==> config.mk <==
export PLATFORM = sky130hd
export DESIGN_NAME = btn_lockout_filter
export DESIGN_NICKNAME = d
export VERILOG_FILES = /design/src/rtl/btn_filter_pkg.sv /design/src/rtl/btn_sync_chain.sv /design/src/rtl/btn_edge_detect.sv /design/src/rtl/lockout_timer.sv /design/src/rtl/btn_lockout_filter.sv
export SDC_FILE = /design/constraint.sdc
export NUM_CORES = 1
export LEC_CHECK = 0
export BUFFER_PORTS_ARGS = -buffer_cell sky130_fd_sc_hd__buf_4
export CAP_MARGIN = 0
export CELL_PAD_IN_SITES_DETAIL_PLACEMENT = 1
export CELL_PAD_IN_SITES_GLOBAL_PLACEMENT = 1
export CORE_AREA = 2 2 58 60
export DETAILED_ROUTE_END_ITERATION = 8
export DIE_AREA = 0 0 60 62
export GPL_TIMING_DRIVEN = 0
export MAX_ROUTING_LAYER = met4
export PLACE_DENSITY_LB_ADDON = 0.1
export SETUP_SLACK_MARGIN = 0.02
export SKIP_LAST_GASP = 1
export SYNTH_ARGS = -nofsm -noshare
export SYNTH_HDL_FRONTEND = slang
export SYNTH_SLANG_ARGS = --single-unit
==> constraint.sdc <==
create_clock -name clk -period 2.3 [get_ports clk]
set_clock_uncertainty 0.1 [all_clocks]
set_input_delay 0 -clock clk [delete_from_list [all_inputs] [get_ports clk]]
set_output_delay 0 -clock clk [all_outputs]
set_load 0.03 [all_outputs]
==> src/rtl/btn_filter_pkg.sv <==
// Package: shared types for the button lockout filter.
// Assumes: nothing beyond IEEE 1800-2017.
package btn_filter_pkg;
    // Transition seen between the delayed and the current synchronized level.
    typedef enum logic [1:0] {
        EDGE_NONE = 2'd0,
        EDGE_RISE = 2'd1,
        EDGE_FALL = 2'd2
    } edge_kind_t;
endpackage

==> src/rtl/btn_sync_chain.sv <==
// Module: chain of flip-flops that brings an asynchronous level into clk.
// Assumes: STAGES >= 1; reset is synchronous, active low, and clears every stage.
module btn_sync_chain #(
    parameter int STAGES = 2
) (
    input  logic clk,
    input  logic rst_n,
    input  logic d_async,
    output logic q_sync
);
    logic [STAGES-1:0] stage_q;

    // Stage 0 captures the raw input.
    always_ff @(posedge clk) begin
        if (!rst_n) stage_q[0] <= 1'b0;
        else        stage_q[0] <= d_async;
    end

    generate
        for (genvar i = 1; i < STAGES; i++) begin : g_stage
            // Each later stage copies the one before it.
            always_ff @(posedge clk) begin
                if (!rst_n) stage_q[i] <= 1'b0;
                else        stage_q[i] <= stage_q[i-1];
            end
        end
    endgenerate

    assign q_sync = stage_q[STAGES-1];
endmodule

==> src/rtl/btn_edge_detect.sv <==
// Module: classifies a synchronized level against its one-clock-old copy.
// Assumes: the input is already synchronous to clk; the output is combinational.
module btn_edge_detect
    import btn_filter_pkg::*;
(
    input  logic       clk,
    input  logic       rst_n,
    input  logic       level,
    output edge_kind_t edge_kind
);
    logic level_d;

    // Keep the previous level for comparison.
    always_ff @(posedge clk) begin
        if (!rst_n) level_d <= 1'b0;
        else        level_d <= level;
    end

    // Decode the transition kind.
    always_comb begin
        if (level && !level_d)      edge_kind = EDGE_RISE;
        else if (!level && level_d) edge_kind = EDGE_FALL;
        else                        edge_kind = EDGE_NONE;
    end
endmodule

==> src/rtl/lockout_timer.sv <==
// Module: saturating down-counter that is armed by a start strobe.
// Assumes: a start strobe reloads the counter even when it is already running.
module lockout_timer #(
    parameter int CNT_W = 21
) (
    input  logic             clk,
    input  logic             rst_n,
    input  logic             start,
    output logic [CNT_W-1:0] count,
    output logic             running
);
    localparam logic [CNT_W-1:0] FULL = {CNT_W{1'b1}};
    localparam logic [CNT_W-1:0] ZERO = {CNT_W{1'b0}};

    // Load on start, otherwise count down to zero and hold there.
    always_ff @(posedge clk) begin
        if (!rst_n)             count <= ZERO;
        else if (start)         count <= FULL;
        else if (count != ZERO) count <= count - 1'b1;
    end

    assign running = (count != ZERO);
endmodule

==> src/rtl/btn_lockout_filter.sv <==
// Module: top of the button filter. Synchronizes the raw level, finds edges,
// starts a lockout on release and passes a press only when no lockout runs.
// Assumes: btn_raw may be asynchronous; the reset is synchronous and active low.
module btn_lockout_filter
    import btn_filter_pkg::*;
#(
    parameter int SYNC_STAGES = 2,
    parameter int CNT_W       = 21
) (
    input  logic clk,
    input  logic rst_n,
    input  logic btn_raw,
    output logic press_pulse,
    output logic lockout_active
);
    logic             btn_sync;
    edge_kind_t       edge_kind;
    logic             fall_evt;
    logic [CNT_W-1:0] lock_cnt;

    btn_sync_chain #(.STAGES(SYNC_STAGES)) u_sync (
        .clk     (clk),
        .rst_n   (rst_n),
        .d_async (btn_raw),
        .q_sync  (btn_sync)
    );

    btn_edge_detect u_edge (
        .clk       (clk),
        .rst_n     (rst_n),
        .level     (btn_sync),
        .edge_kind (edge_kind)
    );

    assign fall_evt = (edge_kind == EDGE_FALL);

    lockout_timer #(.CNT_W(CNT_W)) u_timer (
        .clk     (clk),
        .rst_n   (rst_n),
        .start   (fall_evt),
        .count   (lock_cnt),
        .running (lockout_active)
    );

    // Register one press pulse for a rise edge that arrives outside any lockout.
    always_ff @(posedge clk) begin
        if (!rst_n) press_pulse <= 1'b0;
        else        press_pulse <= (edge_kind == EDGE_RISE) && !lockout_active;
    end
endmodule

==> impl_results.md, run 1 <==
* Wirelength per Cell at 16.1 um
* Synth warn at 0
* Worst skew pair latency at approximately 330 ps
* Syn avg cell area at 8.95 um2
* Yosys reg bits at 25
* Synth area leader: dfxtp_1
* Most frequent cell after synthesis: dfxtp_1
* Nets at about 160
* CP most frequent cell: or4_4
* Final period utilization at 0.989
* ANT nets after route at 0
* Syn_nets at 139
* First-pass GRT wire length at around 5100 um
* CTS tree: done
* Largest net degree at the start of global routing at 14
* Die ar. at 0.00372 mm2
* # port buffers at 3
* Worst Tran Pin Value at about 500 ps
* Synth unique cells at 38
* Antenna cells at 0
* Hold_ws at ~370 ps
* Synth top area share at 0.417
* Htree depth at 1
* Vias in the first global route at around 1100
* Pwr/cell area at ~1600 mW/mm2
* Unrepaired setup endpoints after global routing: true
* WL final at 3200 um
* Post-synth ARST share at 0
* # setup viols final at 0
* Cells after Synth at 134
* Clock tree sinks at 25
* GRT overflow at 0
* Slowest CP cell: or4_4
* HP Class: flop to flop
* Sequential share of the synthesized area at 0.417
* CTS Buf Count at 3
* Maximum Capacitance Violations at 0
* Worst-case clock buffer depth at 2
* Period minus WS final at around 2300 ps
* Sw power at about 1.1 mW
* Critical path buffer and inverter count at 1
* # DRC at 0
* Row count at 21
* Die span in y at 62 um
* Worst path cell trace: or4_4 -> or2_0 -> buf_4 -> or4_4 -> o31ai_4 -> o311a_1
* Synthesis-to-layout area growth at 26.2%
* Fmax at approximately 440 MHz
* Routability congestion estimate at approximately 0.74
* Number of synthesized flops with an enable pin at 0
* Seq pwr share at 0.309
* Crit start category: flop
* CP Class: flop to flop
* Slew HR at 0.659
* Crit end category: flop
* Detailed placer's ending HPWL at slightly above 2000 um
* Arrival time worst endpoint at 2470 ps
* Number of placed I/O pins at 5
* Max incr delay on CP at roughly 540 ps
* Internal power at ~1.4 mW
* Die Wd at ~60 um
* Total Routing Usage GR at 0.187
* Initial DRC count at 22
* Fillers at roughly 390
* Final hold violations at 0
* Sw Share at 0.436
* Gate power share at 0.607
* CP delay by family, top: simple AND/OR/NAND/NOR gates
* Status: finished, final reports clean
* Total number of vias at ~1000
* Core Util, Final at 0.476
* Drt pass-1 iters at 4
* CTS Root Cell: clkbuf_4
* Core area at approximately 0.0032 mm2
* Clock-pin slew on the worst setup and hold paths at around 150 ps
* Placement Setup Slack at -263 ps
* Synth top cells by count: dfxtp_1 (25), a21oi_1 (16), xnor2_1 (12)
* Synth Flop Type: dfxtp_1
* Layout cells sized above 1 at 0.250
* Worst-path maximum fanout at 7
* Top cells by area, synth: dfxtp_1 (42%), xnor2_1 (8.8%), a21oi_1 (6.7%)
* Area of the mapped netlist at roughly 0.0012 mm2
* Worst setup slack after layout at 24.2 ps
* Clk pwr share at 0.084
* Vias per cell at between 5 and 6
* Fin. max-slew vios at 0
* Worst EP required at roughly 2500 ps
* P_leak at 0.543 nW
* Initial Util at 0.377
* Max VDD drop at approximately 0.00062 V
* Initial antenna violation count at 0
[power by group through the flow]
stage | Combinational [mW] | Sequential, mW | Clock, mW
4_1_cts | 1.34 | 0.748 | 0.210
6_report | 1.51 | 0.771 | 0.209
5_1_grt | 1.67 | 0.794 | 0.235
3_5_place_dp | 1.14 | 0.744 | 0
2_1_floorplan | 0.923 | 0.706 | 0
3_3_place_gp | 1.11 | 0.737 | 0
[cell families after synthesis]
family / synth area share
DFF: 0.417
xor gates and xnor gates: 0.0949
muxes: 0.00834
AOI/OAI and AO/OA: 0.188
and+or+nand+nor: 0.230
buffers and inverters: 0.0407
adders and majority gates: 0.0209
[placed cells by master, fill, tap and decap left out, types with 4 or more instances in the layout]
cell           synthesis  routed
a21oi_1               16      16
nand2_1                8       7
dlygate4sd3_1          0       4
xnor2_1               12      12
a31oi_1                4       4
dfxtp_2                0       4
clkbuf_1               3       4
nor2_1                 9       9
dfxtp_1               25      21
buf_4                  0      10
[flip-flops by register name, summed over array words and instances, names as in the netlist]
name            count
press_pulse         1
u_edge.level_d      1
u_sync.q_sync       1
u_sync.stage_q      1
u_timer.count      21
[cell type report]
type,instances,area [um2],share of cell area
Inverter,5,18.8,0.0124
Buffer,6,33.8,0.0223
Timing Repair Buffer,15,130,0.0860
Sequential cell,25,505,0.334
Multi-Input combinational cell,97,742,0.490
Tap cell,46,57.6,0.0380
Clock buffer,4,26.3,0.0174
[per-layer routing]
layer  GRT usage  wire length, um  vias to the layer above
li1            -                -                      526
met1       0.252             1540                      509
met2       0.298             1560                        8
met3      0.0248               41                        4
met4      0.0476               56                        0
met5           -                0                        -
[repair_timing]
item | 4_1_cts | 5_1_grt
buffers inserted | 5 | 2
setup endpoints to repair | 22 | 13
resized for setup | 12 | 17
cloned | 1 | 0
pin swaps | 4 | 9
endpoints found under the hold margin | 5 | 0
hold buffers | 4 | 0
[metrics by stage]
stage / power, mW / area [um2] / TNS, ps / std cells
5_1_grt: 2.69 / 1510 / -129 / 198
4_1_cts: 2.30 / 1450 / 0 / 196
3_3_place_gp: 1.85 / 1300 / -1620 / 183
2_1_floorplan: 1.63 / 1220 / -94.7 / 134
3_5_place_dp: 1.88 / 1300 / -2710 / 183
6_report: 2.50 / 1510 / 0 / 198
[final timing paths]
| check | from | to | slack, ps | cells after the start |
|---|---|---|---|---|
| setup reg to reg | u_timer.count[9]$_SDFFE_PN0P_ | u_timer.count[17]$_SDFFE_PN0P_ | 20 | 6 |
| setup / recovery | u_timer.count[9]$_SDFFE_PN0P_ | u_timer.count[17]$_SDFFE_PN0P_ | 20 | 6 |
| hold / removal | u_edge.level_d$_SDFF_PN0_ | press_pulse$_SDFF_PN0_ | 370 | 1 |
| hold reg to reg | u_edge.level_d$_SDFF_PN0_ | press_pulse$_SDFF_PN0_ | 370 | 1 |
Power figures use the tool's default switching activity.
==> inputs of run 2 (changes only) <==
- CORE_AREA: 2 2 58 60 -> 3 3 59 61
- DIE_AREA: 0 0 60 62 -> 0 0 62 64
==> run 2 against run 1 <==
Net effect:
- the run now ends with setup timing left
- utilization up 4.9 points
- critical path depth stayed put
- power increased by 9.3%
- sequential power grew 0.8%
- design area increased by 5.1%
- die area increased by 6.7%
- sequential share of layout area shrank 1.6 points
- flip-flop and latch count did not move
- maximum frequency down 2.1%
- combinational power increased by 16%
- critical endpoint unchanged
==> impl_results.md, run 2 (synthesis results as in run 1) <==
* Status: finished, violations left
* Violated checks: setup timing
* Antenna cells at 0
* Worst-path maximum fanout at 5
* # setup viols final at 1
* Most common cell after layout, fill and taps aside: dfxtp_1
* Placement Setup Slack at -238 ps
* Clock-pin slew on the worst setup and hold paths at around 130 ps
* Worst Tran Pin Value at about 640 ps
* Sw power at roughly 1.2 mW
* First-pass GRT wire length at just over 5000 um
* Max VDD drop at 0.000644 V
* Unrepaired setup endpoints after global routing: true
* Worst setup slack after layout at -24.2 ps
* Number of flip-flops under the largest register name at 21
* Detailed placer's ending HPWL at 2000 um
* ANT nets after route at 0
* Gate power share at 0.642
* # port buffers at 3
* Total number of vias at ~1100
* Period minus WS final at 2320 ps
* Row count at 20
* Register name with the most flops: u_timer.count
* Initial DRC count at 27
* Vias per cell at approximately 5.3
* Register area at ~510 um2
* Vias in the first global route at ~1100
* Maximum Capacitance Violations at 0
* # DRC at 0
* Initial Util at 0.396
* WL final at 3260 um
* Fmax at about 430 MHz
* GRT overflow at 0
* Clk pwr share at 0.073
* Final hold violations at 0
* Crit start category: flop
* Htree depth at 1
* HP Class: flop to flop
* CP Class: flop to flop
* Initial antenna violation count at 0
* Internal power at 1.56 mW
* Core area at approximately 0.0030 mm2
* Drt pass-1 iters at 4
* Commonest non-fill, non-tap cells in the layout: dfxtp_1 (21), a21oi_1 (16), buf_4 (14)
* Wirelength per Cell at between 15 and 20 um
* Nets at around 160
* Largest net degree at the start of global routing at 14
* CTS tree: done
* Fin. max-slew vios at 0
* CTS Root Cell: clkbuf_4
* Routability congestion estimate at 0.820
* Placed Instances at 181
* Worst EP required at around 2500 ps
* CTS Buf Count at 3
* Pwr/cell area at ~1700 mW/mm2
* Fillers at 345
* Synthesis-to-layout area growth at 32.6%
* Worst-case clock buffer depth at 2
* Total Routing Usage GR at 0.181
* Die ar. at ~0.0040 mm2
* Die span in y at 64 um
* Crit end category: flop
* Final non-filler cell total at roughly 200
* Number of placed I/O pins at 5
* Sw Share at 0.428
* Worst skew pair latency at approximately 320 ps
* Clock tree sinks at 25
* P_leak at around 0.57 nW
* Slew HR at 0.573
* Die Wd at between 60 and 70 um
* Arrival time worst endpoint at 2500 ps
* Layout cells sized above 1 at 0.299
* Multi-input logic area at between 700 and 800 um2
* Final period utilization at 1.01
* Seq pwr share at 0.285
[run 2: power by group through the flow]
| stage | Clock (mW) | Combinational, mW | Sequential [mW] |
|---|---|---|---|
| 2_1_floorplan | 0 | 0.923 | 0.706 |
| 3_3_place_gp | 0 | 1.11 | 0.735 |
| 3_5_place_dp | 0 | 1.13 | 0.745 |
| 4_1_cts | 0.209 | 1.41 | 0.753 |
| 5_1_grt | 0.228 | 1.89 | 0.800 |
| 6_report | 0.199 | 1.75 | 0.777 |
[run 2: final timing paths]
check | to | cells after the start | startpoint | slack (ps)
min reg2reg | u_sync.q_sync$_SDFF_PN0_ | 1 | u_sync.stage_q[0]$_SDFF_PN0_ | 350
max | u_timer.count[17]$_SDFFE_PN0P_ | 6 | u_timer.count[9]$_SDFFE_PN0P_ | -20
max reg2reg | u_timer.count[17]$_SDFFE_PN0P_ | 6 | u_timer.count[9]$_SDFFE_PN0P_ | -20
min | u_sync.q_sync$_SDFF_PN0_ | 1 | u_sync.stage_q[0]$_SDFF_PN0_ | 350
[run 2: layer usage]
| metal | vias to the layer above | GRT usage | wire [um] |
|---|---|---|---|
| li1 | 533 | - | - |
| met1 | 530 | 0.239 | 1520 |
| met2 | 6 | 0.267 | 1630 |
| met3 | 4 | 0.0424 | 56 |
| met4 | 0 | 0.0637 | 55 |
| met5 | - | - | 0 |
[run 2: stage by stage]
step	power [mW]	hold slack (ps)	TNS [ps]	utilization	cell area, um2
floorplan	1.63	27.3	-94.7	-	1220
global placement	1.84	106	-1960	0.429	1300
detailed placement	1.88	114	-2460	0.429	1300
CTS	2.37	357	-37.7	0.484	1470
global route	2.92	391	-106	0.526	1590
finish	2.73	354	-24.2	0.526	1590
[run 2: area by class of cell]
cell class / instances / share of cell area
well taps: 44 / 0.0346
repair buffers: 20 / 0.114
flip-flops and latches: 25 / 0.318
clock buffers: 4 / 0.0165
multi-input cells: 97 / 0.483
plain buffers: 6 / 0.0212
inverters: 5 / 0.0134
[run 2: worst max-delay path, cell delays in order (launching register included)]
cell     delay (ps)
dfxtp_2         350
or4_4           520
or2_0           210
buf_4           150
or4_4           540
o31ai_4         240
o311a_1         180
[run 2: repair_timing]
| item | 4_1_cts | 5_1_grt |
|---|---|---|
| pin swaps | 5 | 8 |
| gates resized for setup | 11 | 22 |
| hold buffers | 3 | 0 |
| endpoints found under the hold margin | 5 | 0 |
| endpoints found under the setup margin | 22 | 15 |
| setup buffers | 9 | 5 |
==> inputs of run 3 (changes only) <==
- CTS_BUF_LIST: unset -> sky130_fd_sc_hd__clkbuf_8 sky130_fd_sc_hd__clkbuf_16
==> run 3 against run 2 <==
Net effect:
- the run still ends with setup timing left
- clock power is 29% higher
- design area is 5.5% lower
- register-to-register slack hardly changed
- global-route usage is 0.69 points higher
- hold slack worse by 350 ps
- critical endpoint unchanged
==> impl_results.md, run 3 (synthesis results as in run 1) <==
* R2R depth at 6
* Die span in y at around 64 um
* Fin. max-slew vios at 0
* CTS tree: done
* CTS Buf Count at 3
* Fmax at ~430 MHz
* Initial Util at 0.396
* Number of placed I/O pins at 5
* Layout cells sized above 1 at 0.273
* Core area at just over 0.003 mm2
* Violated checks: setup timing
* CP Class: flop to flop
* Placement Setup Slack at -238 ps
* Antenna cells at 0
* Routability congestion estimate at about 0.82
* Synthesis-to-layout area growth at 25.3%
* Arrival time worst endpoint at roughly 2400 ps
* Worst-case clock buffer depth at 2
* Status: finished, violations left
* Final hold violations at 0
* Largest net degree at the start of global routing at 14
* Crit start category: flop
* Maximum Capacitance Violations at 0
* Worst EP required at 2420 ps
* P_leak at between 0.5 and 0.6 nW
* Crit end category: flop
* Clock-pin slew on the worst setup and hold paths at roughly 90 ps
* # DRC at 0
* Register name with the most flops: u_timer.count
* Unrepaired setup endpoints after global routing: true
* Worst setup slack after layout at -15.6 ps
* Core Util, Final at 0.497
* Htree depth at 1
* Die ar. at 0.00397 mm2
* Nets at about 160
* # setup viols final at 1
* Total number of vias at around 1100
* Clock tree sinks at 25
* First-pass GRT wire length at 5440 um
* Worst-path maximum fanout at 5
* ANT nets after route at 0
* Slew HR at 0.623
* HP Class: input pin to flop
* Worst skew pair latency at roughly 270 ps
* Detailed placer's ending HPWL at 2000 um
* Max VDD drop at roughly 0.00067 V
* Total Routing Usage GR at 0.188
* Vias per cell at approximately 5.6
* Wirelength per Cell at 16.6 um
* Worst Tran Pin Value at 562 ps
* Fillers at between 300 and 400
* Final period utilization at 1.01
* Initial antenna violation count at 0
* CTS Root Cell: clkbuf_8
* Number of flip-flops under the largest register name at 21
* Initial DRC count at 35
* Row count at 20
* Period minus WS final at around 2300 ps
* Drt pass-1 iters at 2
* Hold Path Depth at 2
* Reg-to-reg setup timing slack at -20 ps
* Pwr/cell area at 1720 mW/mm2
* GRT overflow at 0
* Die Wd at slightly above 60 um
* Most common cell after layout, fill and taps aside: dfxtp_1
* Vias in the first global route at around 1100
* # port buffers at 3
* WL final at roughly 3200 um
* Commonest non-fill, non-tap cells in the layout: dfxtp_1 (21), a21oi_1 (16), xnor2_1 (12), buf_4 (12), nor2_1 (9)
run 3: changes by cell type in the layout (fill, tap and decap cells not counted), sizes merged:
cell,before,now
inv,4,5
buf,20,14
dlygate4sd3,3,1
run 3: path summary, 6_finish.rpt:
| kind | startpoint | end |
|---|---|---|
| min | rst_n | u_timer.count[19]$_SDFFE_PN0P_ |
| min reg2reg | u_sync.stage_q[0]$_SDFF_PN0_ | u_sync.q_sync$_SDFF_PN0_ |
| max | u_timer.count[9]$_SDFFE_PN0P_ | u_timer.count[17]$_SDFFE_PN0P_ |
| max reg2reg | u_timer.count[9]$_SDFFE_PN0P_ | u_timer.count[17]$_SDFFE_PN0P_ |
run 3: what timing repair did:
item | 4_1_cts | 5_1_grt
setup endpoints to repair | 22 | 15
buffers inserted | 8 | 1
pin swaps | 5 | 0
gates resized for setup | 10 | 15
hold endpoints to repair | 1 | 0
hold buffers | 1 | 0
run 3: area by class of cell:
class	instances	area, um2	area share
tap	44	55.1	0.0366
buffer	6	33.8	0.0225
multi-input combinational	97	746	0.496
clock inverter	1	3.75	0.00250
timing repair buffer	13	100	0.0666
clock buffer	3	41.3	0.0275
inverter	5	18.8	0.0125
sequential	25	505	0.336
run 3: metrics by stage:
stage / hold WS (ps) / power (mW) / area (um2) / setup TNS [ps] / cells
floorplan: 27.3 / 1.63 / 1220 / -94.7 / 134
global placement: 106 / 1.84 / 1300 / -1960 / 181
detailed placement: 114 / 1.88 / 1300 / -2460 / 181
CTS: 7.69 / 2.39 / 1450 / -13.6 / 193
global route: 26.9 / 2.78 / 1500 / -104 / 194
finish: 4.31 / 2.59 / 1500 / -15.6 / 194
run 3: worst max-delay path: stages (launching register included):
cell and delay (ps):
dfxtp_2 330, or4_4 530, or2_0 210, buf_4 150
or4_4 540, o31ai_4 230, o311a_1 180
run 3: power breakdown:
group	internal (mW)	switching, mW
Clock	0.120	0.137
Sequential	0.592	0.185
Combinational	0.760	0.796
run 3: metal layers:
layer  GRT usage  vias up  wire [um]
li1            -      522          -
met1       0.237      543       1480
met2       0.302       12       1620
met3      0.0364        6         69
met4      0.0477        0         58
met5           -        -          0
